$ cat config.mk
export PLATFORM = sky130hd
export DESIGN_NAME = lcd_seg_latch
export DESIGN_NICKNAME = d
export VERILOG_FILES = /design/src/rtl/lcd_seg_pkg.sv /design/src/rtl/lsl_input.sv /design/src/rtl/lsl_addr_ctrl.sv /design/src/rtl/lsl_latch_pair.sv /design/src/rtl/lsl_level_enc.sv /design/src/rtl/lcd_seg_latch.sv
export SDC_FILE = /design/constraint.sdc
export NUM_CORES = 1
export LEC_CHECK = 0
export ABC_CLOCK_PERIOD_IN_PS = 4300
export BUFFER_PORTS_ARGS = -buffer_cell sky130_fd_sc_hd__buf_2
export CAP_MARGIN = 20
export CORE_ASPECT_RATIO = 1.25
export CORE_MARGIN = 2
export CORE_UTILIZATION = 30
export DETAILED_ROUTE_END_ITERATION = 6
export GPL_TIMING_DRIVEN = 0
export PLACE_DENSITY_LB_ADDON = 0.15
export SLEW_MARGIN = 0
export SYNTH_ARGS = -nofsm -noshare
export SYNTH_HDL_FRONTEND = slang
export SYNTH_SLANG_ARGS = --single-unit
$ cat constraint.sdc
create_clock -name clk -period 4.3 [get_ports clk]
set_clock_uncertainty 0.1 [all_clocks]
set_input_delay 0.43 -clock clk [delete_from_list [all_inputs] [get_ports clk]]
set_output_delay 0.43 -clock clk [all_outputs]
set_load 0.005 [all_outputs]
$ cat src/rtl/lcd_seg_pkg.sv
`timescale 1ns/1ps
package lcd_seg_pkg;

  typedef logic [1:0] lvl_t;

  // Drive code for one column: bit 1 says selected (data differs from frame),
  // bit 0 carries the frame phase. Blanking keeps bit 1 equal to the frame.
  function automatic lvl_t lvl_code(input logic dat, input logic m, input logic off);
    lvl_t r;
    r[0] = m;
    r[1] = off ? m : (dat ^ m);
    return r;
  endfunction

  // Lowest column index of a group.
  function automatic int unsigned grp_base(input int unsigned g, input int unsigned nib);
    return g * nib;
  endfunction

  // True when the given address is the final group of a row.
  function automatic logic is_last_grp(input int unsigned addr, input int unsigned ngrp);
    return addr == (ngrp - 1);
  endfunction

endpackage

$ cat src/rtl/lsl_input.sv
`timescale 1ns/1ps
module lsl_input #(
  parameter int NIB = 4
) (
  input  logic           clk,
  input  logic           rst_n,
  input  logic           ser_sel,
  input  logic           dclk,
  input  logic           sdin,
  input  logic [NIB-1:0] pdin,
  input  logic           load,
  input  logic           accept,
  output logic           dclk_fall,
  output logic           load_rise,
  output logic           nib_valid,
  output logic [NIB-1:0] nib_data
);
  localparam int CW = (NIB > 1) ? $clog2(NIB) : 1;
  localparam logic [CW-1:0] LAST = CW'(NIB - 1);

  logic           dclk_q;
  logic           load_q;
  logic [NIB-2:0] hold;
  logic [CW-1:0]  bitcnt;
  logic [NIB-1:0] shifted;
  logic           take_bit;

  assign dclk_fall = dclk_q & ~dclk;
  assign load_rise = load & ~load_q;
  assign take_bit  = dclk_fall & accept & ~load_rise;
  assign shifted   = {hold, sdin};
  assign nib_data  = ser_sel ? shifted : pdin;
  assign nib_valid = take_bit & (~ser_sel | (bitcnt == LAST));

  always_ff @(posedge clk or negedge rst_n) begin
    if (!rst_n) begin
      dclk_q <= 1'b0;
      load_q <= 1'b0;
      hold   <= '0;
      bitcnt <= '0;
    end else begin
      dclk_q <= dclk;
      load_q <= load;
      if (load_rise) begin
        bitcnt <= '0;
        hold   <= '0;
      end else if (take_bit) begin
        if (!ser_sel) begin
          bitcnt <= '0;
        end else begin
          hold   <= shifted[NIB-2:0];
          bitcnt <= (bitcnt == LAST) ? '0 : bitcnt + CW'(1);
        end
      end
    end
  end
endmodule

$ cat src/rtl/lsl_addr_ctrl.sv
`timescale 1ns/1ps
module lsl_addr_ctrl
  import lcd_seg_pkg::*;
#(
  parameter int NGRP = 20,
  parameter int AW   = 7
) (
  input  logic          clk,
  input  logic          rst_n,
  input  logic          en_in,
  input  logic          load_rise,
  input  logic          nib_valid,
  output logic          accept,
  output logic          wr_en,
  output logic [AW-1:0] wr_addr,
  output logic          full,
  output logic          en_out
);
  assign accept = ~en_in & ~full;
  assign wr_en  = nib_valid;
  assign en_out = ~full;

  always_ff @(posedge clk or negedge rst_n) begin
    if (!rst_n) begin
      wr_addr <= '0;
      full    <= 1'b0;
    end else if (load_rise) begin
      wr_addr <= '0;
      full    <= 1'b0;
    end else if (wr_en) begin
      wr_addr <= wr_addr + AW'(1);
      if (is_last_grp(int'(wr_addr), NGRP)) full <= 1'b1;
    end
  end
endmodule

$ cat src/rtl/lsl_latch_pair.sv
`timescale 1ns/1ps
module lsl_latch_pair
  import lcd_seg_pkg::*;
#(
  parameter int NCOL = 80,
  parameter int NIB  = 4,
  parameter int AW   = 7
) (
  input  logic            clk,
  input  logic            rst_n,
  input  logic            wr_en,
  input  logic [AW-1:0]   wr_addr,
  input  logic [NIB-1:0]  nib_data,
  input  logic            load_rise,
  output logic [NCOL-1:0] lat2
);
  localparam int NGRP = NCOL / NIB;

  logic [NCOL-1:0] lat1;

  for (genvar g = 0; g < NGRP; g++) begin : g_grp
    localparam int BASE = grp_base(g, NIB);
    logic sel;
    assign sel = wr_en && (wr_addr == AW'(g));
    always_ff @(posedge clk or negedge rst_n) begin
      if (!rst_n)   lat1[BASE +: NIB] <= '0;
      else if (sel) lat1[BASE +: NIB] <= nib_data;
    end
  end

  always_ff @(posedge clk or negedge rst_n) begin
    if (!rst_n)         lat2 <= '0;
    else if (load_rise) lat2 <= lat1;
  end
endmodule

$ cat src/rtl/lsl_level_enc.sv
`timescale 1ns/1ps
module lsl_level_enc
  import lcd_seg_pkg::*;
#(
  parameter int NCOL = 80
) (
  input  logic [NCOL-1:0]   lat2,
  input  logic              frame_m,
  input  logic              disp_off,
  output logic [2*NCOL-1:0] lvl
);
  for (genvar c = 0; c < NCOL; c++) begin : g_col
    assign lvl[2*c +: 2] = lvl_code(lat2[c], frame_m, disp_off);
  end
endmodule

$ cat src/rtl/lcd_seg_latch.sv
`timescale 1ns/1ps
module lcd_seg_latch #(
  parameter int NCOL = 80,
  parameter int NIB  = 4,
  parameter int AW   = 7
) (
  input  logic              clk,
  input  logic              rst_n,
  input  logic              ser_sel,
  input  logic              dclk,
  input  logic              sdin,
  input  logic [NIB-1:0]    pdin,
  input  logic              load,
  input  logic              en_in,
  input  logic              frame_m,
  input  logic              disp_off,
  output logic              en_out,
  output logic [2*NCOL-1:0] lvl
);
  localparam int NGRP = NCOL / NIB;

  // Internal events, named so that the checker can observe them.
  logic            dclk_fall;
  logic            load_rise;
  logic            nib_valid;
  logic [NIB-1:0]  nib_data;
  logic            accept;
  logic            wr_en;
  logic [AW-1:0]   wr_addr;
  logic            full;
  logic [NCOL-1:0] lat2;

  lsl_input #(.NIB(NIB)) u_in (
    .clk(clk), .rst_n(rst_n), .ser_sel(ser_sel), .dclk(dclk), .sdin(sdin),
    .pdin(pdin), .load(load), .accept(accept), .dclk_fall(dclk_fall),
    .load_rise(load_rise), .nib_valid(nib_valid), .nib_data(nib_data)
  );

  lsl_addr_ctrl #(.NGRP(NGRP), .AW(AW)) u_ctrl (
    .clk(clk), .rst_n(rst_n), .en_in(en_in), .load_rise(load_rise),
    .nib_valid(nib_valid), .accept(accept), .wr_en(wr_en),
    .wr_addr(wr_addr), .full(full), .en_out(en_out)
  );

  lsl_latch_pair #(.NCOL(NCOL), .NIB(NIB), .AW(AW)) u_lat (
    .clk(clk), .rst_n(rst_n), .wr_en(wr_en), .wr_addr(wr_addr),
    .nib_data(nib_data), .load_rise(load_rise), .lat2(lat2)
  );

  lsl_level_enc #(.NCOL(NCOL)) u_enc (
    .lat2(lat2), .frame_m(frame_m), .disp_off(disp_off), .lvl(lvl)
  );
endmodule

==> impl_metrics.yaml <==
min_path:
  hp-class: "in -> reg"
  hold_path_depth: 1
  whs_endpoint: "u_in.load_q$_DFF_PN0_"
  holdCritStartpoint: "load"
setup_path:
  end_kind: "output pin"
  worstSetupStartpointType: "primary input"
  reg2reg_to: "u_lat.lat1[39]$_DFFE_PN0P_"
  arrival_ns: 2.04
  worst-r2r-setup-slack_ns: 1.88
  critPathRequiredTime_ns: 3.77
  cp_max_fo: 81
  critPathKind: "in -> out"
  r2r-start: "u_ctrl.full$_DFFE_PN0P_"
  reg2regPathDepth: 5
global_routing:
  grt_pass1_wl_um: 33460
  overflow: 0
  grt_pass1_vias: 6035
  grt_use_total: 0.1403
  antenna_found_initial: 0
  grt_max_degree: 109
drt:
  postRouteAntennaNets: 0
  routed_wl_um: 21210
  drtIter0Drc: 219
  via_count: 6192
  wire_per_inst_um: 14.33
  dr.pass1.iters: 4
  drc: 0
  viasPerCell: 4.184
clocking:
  hold_buffers: 1
  cts_root_buffer: "clkbuf_16"
  cts_tree: "done"
  cts_buffers: 17
  clock_sinks: 175
  clk_latency_ns: 0.43
  cts_setup_buffers: 0
  clockBufferDepth: 2
  post_cts_resized: 0
  clkTransAtPathRegs_ns: 0.07
  htree_levels: 4
logic_synthesis:
  yosysUniqueCellTypes: 29
  synth_cells: 879
  yosys_warnings: 0
  yosys.area.top_type: "dfrtp_1"
  ys_seq_elements: 175
  syn_area_sq_um: 8817
  syn-mean-instance-area_sq_um: 10.03
  yosys-top-cells-area: "dfrtp_1 (50%), nand2_1 (11%), mux2_2 (10%)"
  synth_top_flop_cell: "dfrtp_1"
  synth_most_common_cell: "nand2_1"
  synth_top_cell_area_share: 0.4967
  ys_async_sr_fraction: 1.000
  syn-num-nets: 897
  synthTopCellsByCount: "nand2_1 (254), dfrtp_1 (175), nand2b_1 (85), xnor2_1 (84), mux2_2 (81)"
  yosysSeqAreaShare: 0.4967
  synth_edf_count: 0
timing:
  slew_violations: 0
  tightest_slew_ns: 0.8671
  setup_ws_ns: 1.728
  slew_headroom: 0.4219
  fin_crit_ns: 2.572
  clock.fmax_mhz: 388.7
  setup_viol: 0
  finalCritPeriodShare: 0.5982
  rsz0062_at_grt: "false"
  hold_viol: 0
die:
  die_area_sq_um: 30790
  ios: 174
  core_region_area_sq_um: 29080
  row_count: 70
  die_w_um: 157.3
  fp.dieH_um: 195.7
  start_util: 0.3032
run_status:
  status: "finished, final reports clean"
layout:
  syn_to_final_growth_pct: 22.68
  post-route-util: 0.3720
  nFillCells: 3007
  fin_nets: 1089
  antenna_cells: 0
  stdcell_count: 1480
  layout-drive-gt1-share: 0.3533
power_and_ir_drop:
  power_w: 0.003693
  ir_drop_mv: 0.2388
  power_leakage_nw: 5.408
  power_per_cell_area_nw_per_um2: 341.5
place:
  gp_congestion: 0.7860
  dp_slack_ns: 1.586
  dp.cells: 1447
  port_buffers: 171
  dp_hpwl_um: 15090
flow_run:
  max_cap_viol_count: 0
## placed cells by master, fill, tap and decap left out, types with 2 or more instances in the layout
| cell | n |
|---|---|
| nor4_1 | 2 |
| nand2_1 | 254 |
| xnor2_1 | 84 |
| mux2_2 | 81 |
| clkbuf_16 | 17 |
| nor2_1 | 8 |
| ha_1 | 5 |
| nand3_1 | 8 |
| bufinv_16 | 2 |
| inv_8 | 2 |
| clkbuf_1 | 45 |
| buf_4 | 80 |
| clkinv_4 | 3 |
| or4_1 | 2 |
| mux2_1 | 4 |
| nor3_2 | 10 |
| nor4b_2 | 2 |
| buf_1 | 3 |
| inv_1 | 4 |
| a21oi_1 | 5 |
| buf_2 | 174 |
| clkinvlp_4 | 3 |
| nor2b_1 | 2 |
| inv_6 | 5 |
| nand2b_1 | 85 |
| nand4_1 | 8 |
| dfrtp_1 | 175 |
## cell type report
type | count | area (sq um) | share of cell area
Clock inverter | 15 | 175.2 | 0.01619
Clock buffer | 17 | 425.4 | 0.03933
Sequential cell | 175 | 4379 | 0.4049
Multi-Input combinational cell | 568 | 3622 | 0.3349
Timing Repair Buffer | 173 | 903.4 | 0.08352
Buffer | 132 | 800.8 | 0.07403
Tap cell | 396 | 495.5 | 0.04581
Inverter | 4 | 15.01 | 0.001388
## flip-flops by register name (all words and copies together) (netlist names)
name            cells
u_lat.lat2         80
u_in.hold           3
u_in.load_q         1
u_ctrl.wr_addr      7
u_ctrl.full         1
u_lat.lat1         80
u_in.dclk_q         1
u_in.bitcnt         2
## through the flow
stage / hold slack (ns) / area [sq um] / setup TNS, ns
floorplan: 0.03441 / 8817 / 0
global placement: 0.3465 / 10170 / -51.65
detailed placement: 0.3534 / 10210 / 0
CTS: 0.01254 / 10820 / 0
global route: 0.01431 / 10820 / 0
finish: 0.03283 / 10820 / 0
## per-layer routing
layer,vias up,part of all wire,global-route usage
li1,3087,-,-
met1,2958,0.46,0.1861
met2,127,0.49,0.2363
met3,20,0.038,0.02452
met4,0,0.011,0.03670
met5,-,0,0
## critical path, cell delays in order
cell	delay, ns
clkbuf_1	0.64
clkbuf_1	0.58
xnor2_1	0.22
buf_2	0.15
## power by group
| part | internal (W) | switching (W) |
|---|---|---|
| combinational | 0.000186 | 0.000210 |
| sequential | 0.00168 | 0.0000265 |
| clock | 0.000876 | 0.000713 |
## logic make-up after synthesis
family / count (synthesis) / share of synthesized area
AND/OR/NAND/NOR: 386 / 0.2065
flip-flops: 175 / 0.4967
buffers and inverters: 136 / 0.09252
XOR/XNOR: 85 / 0.08443
multiplexers: 85 / 0.1086
AO/OA/AOI/OAI: 7 / 0.004256
adder cells (fa/ha/maj): 5 / 0.007095
## worst max path at each step
stage | endpoint | from | slack [ns] | cells after the start
3_3_place_gp | u_lat.lat2[66]$_DFFE_PN0N_ | rst_n | -0.31 | 1
4_1_cts | lvl[117] | frame_m | 1.58 | 4
2_1_floorplan | u_lat.lat1[76]$_DFFE_PN0P_ | dclk | 2.22 | 5
3_5_place_dp | lvl[117] | frame_m | 1.59 | 4
6_report | lvl[117] | frame_m | 1.73 | 4
5_1_grt | lvl[117] | frame_m | 1.50 | 4
Note: power is estimated with default switching activity, not from simulation.
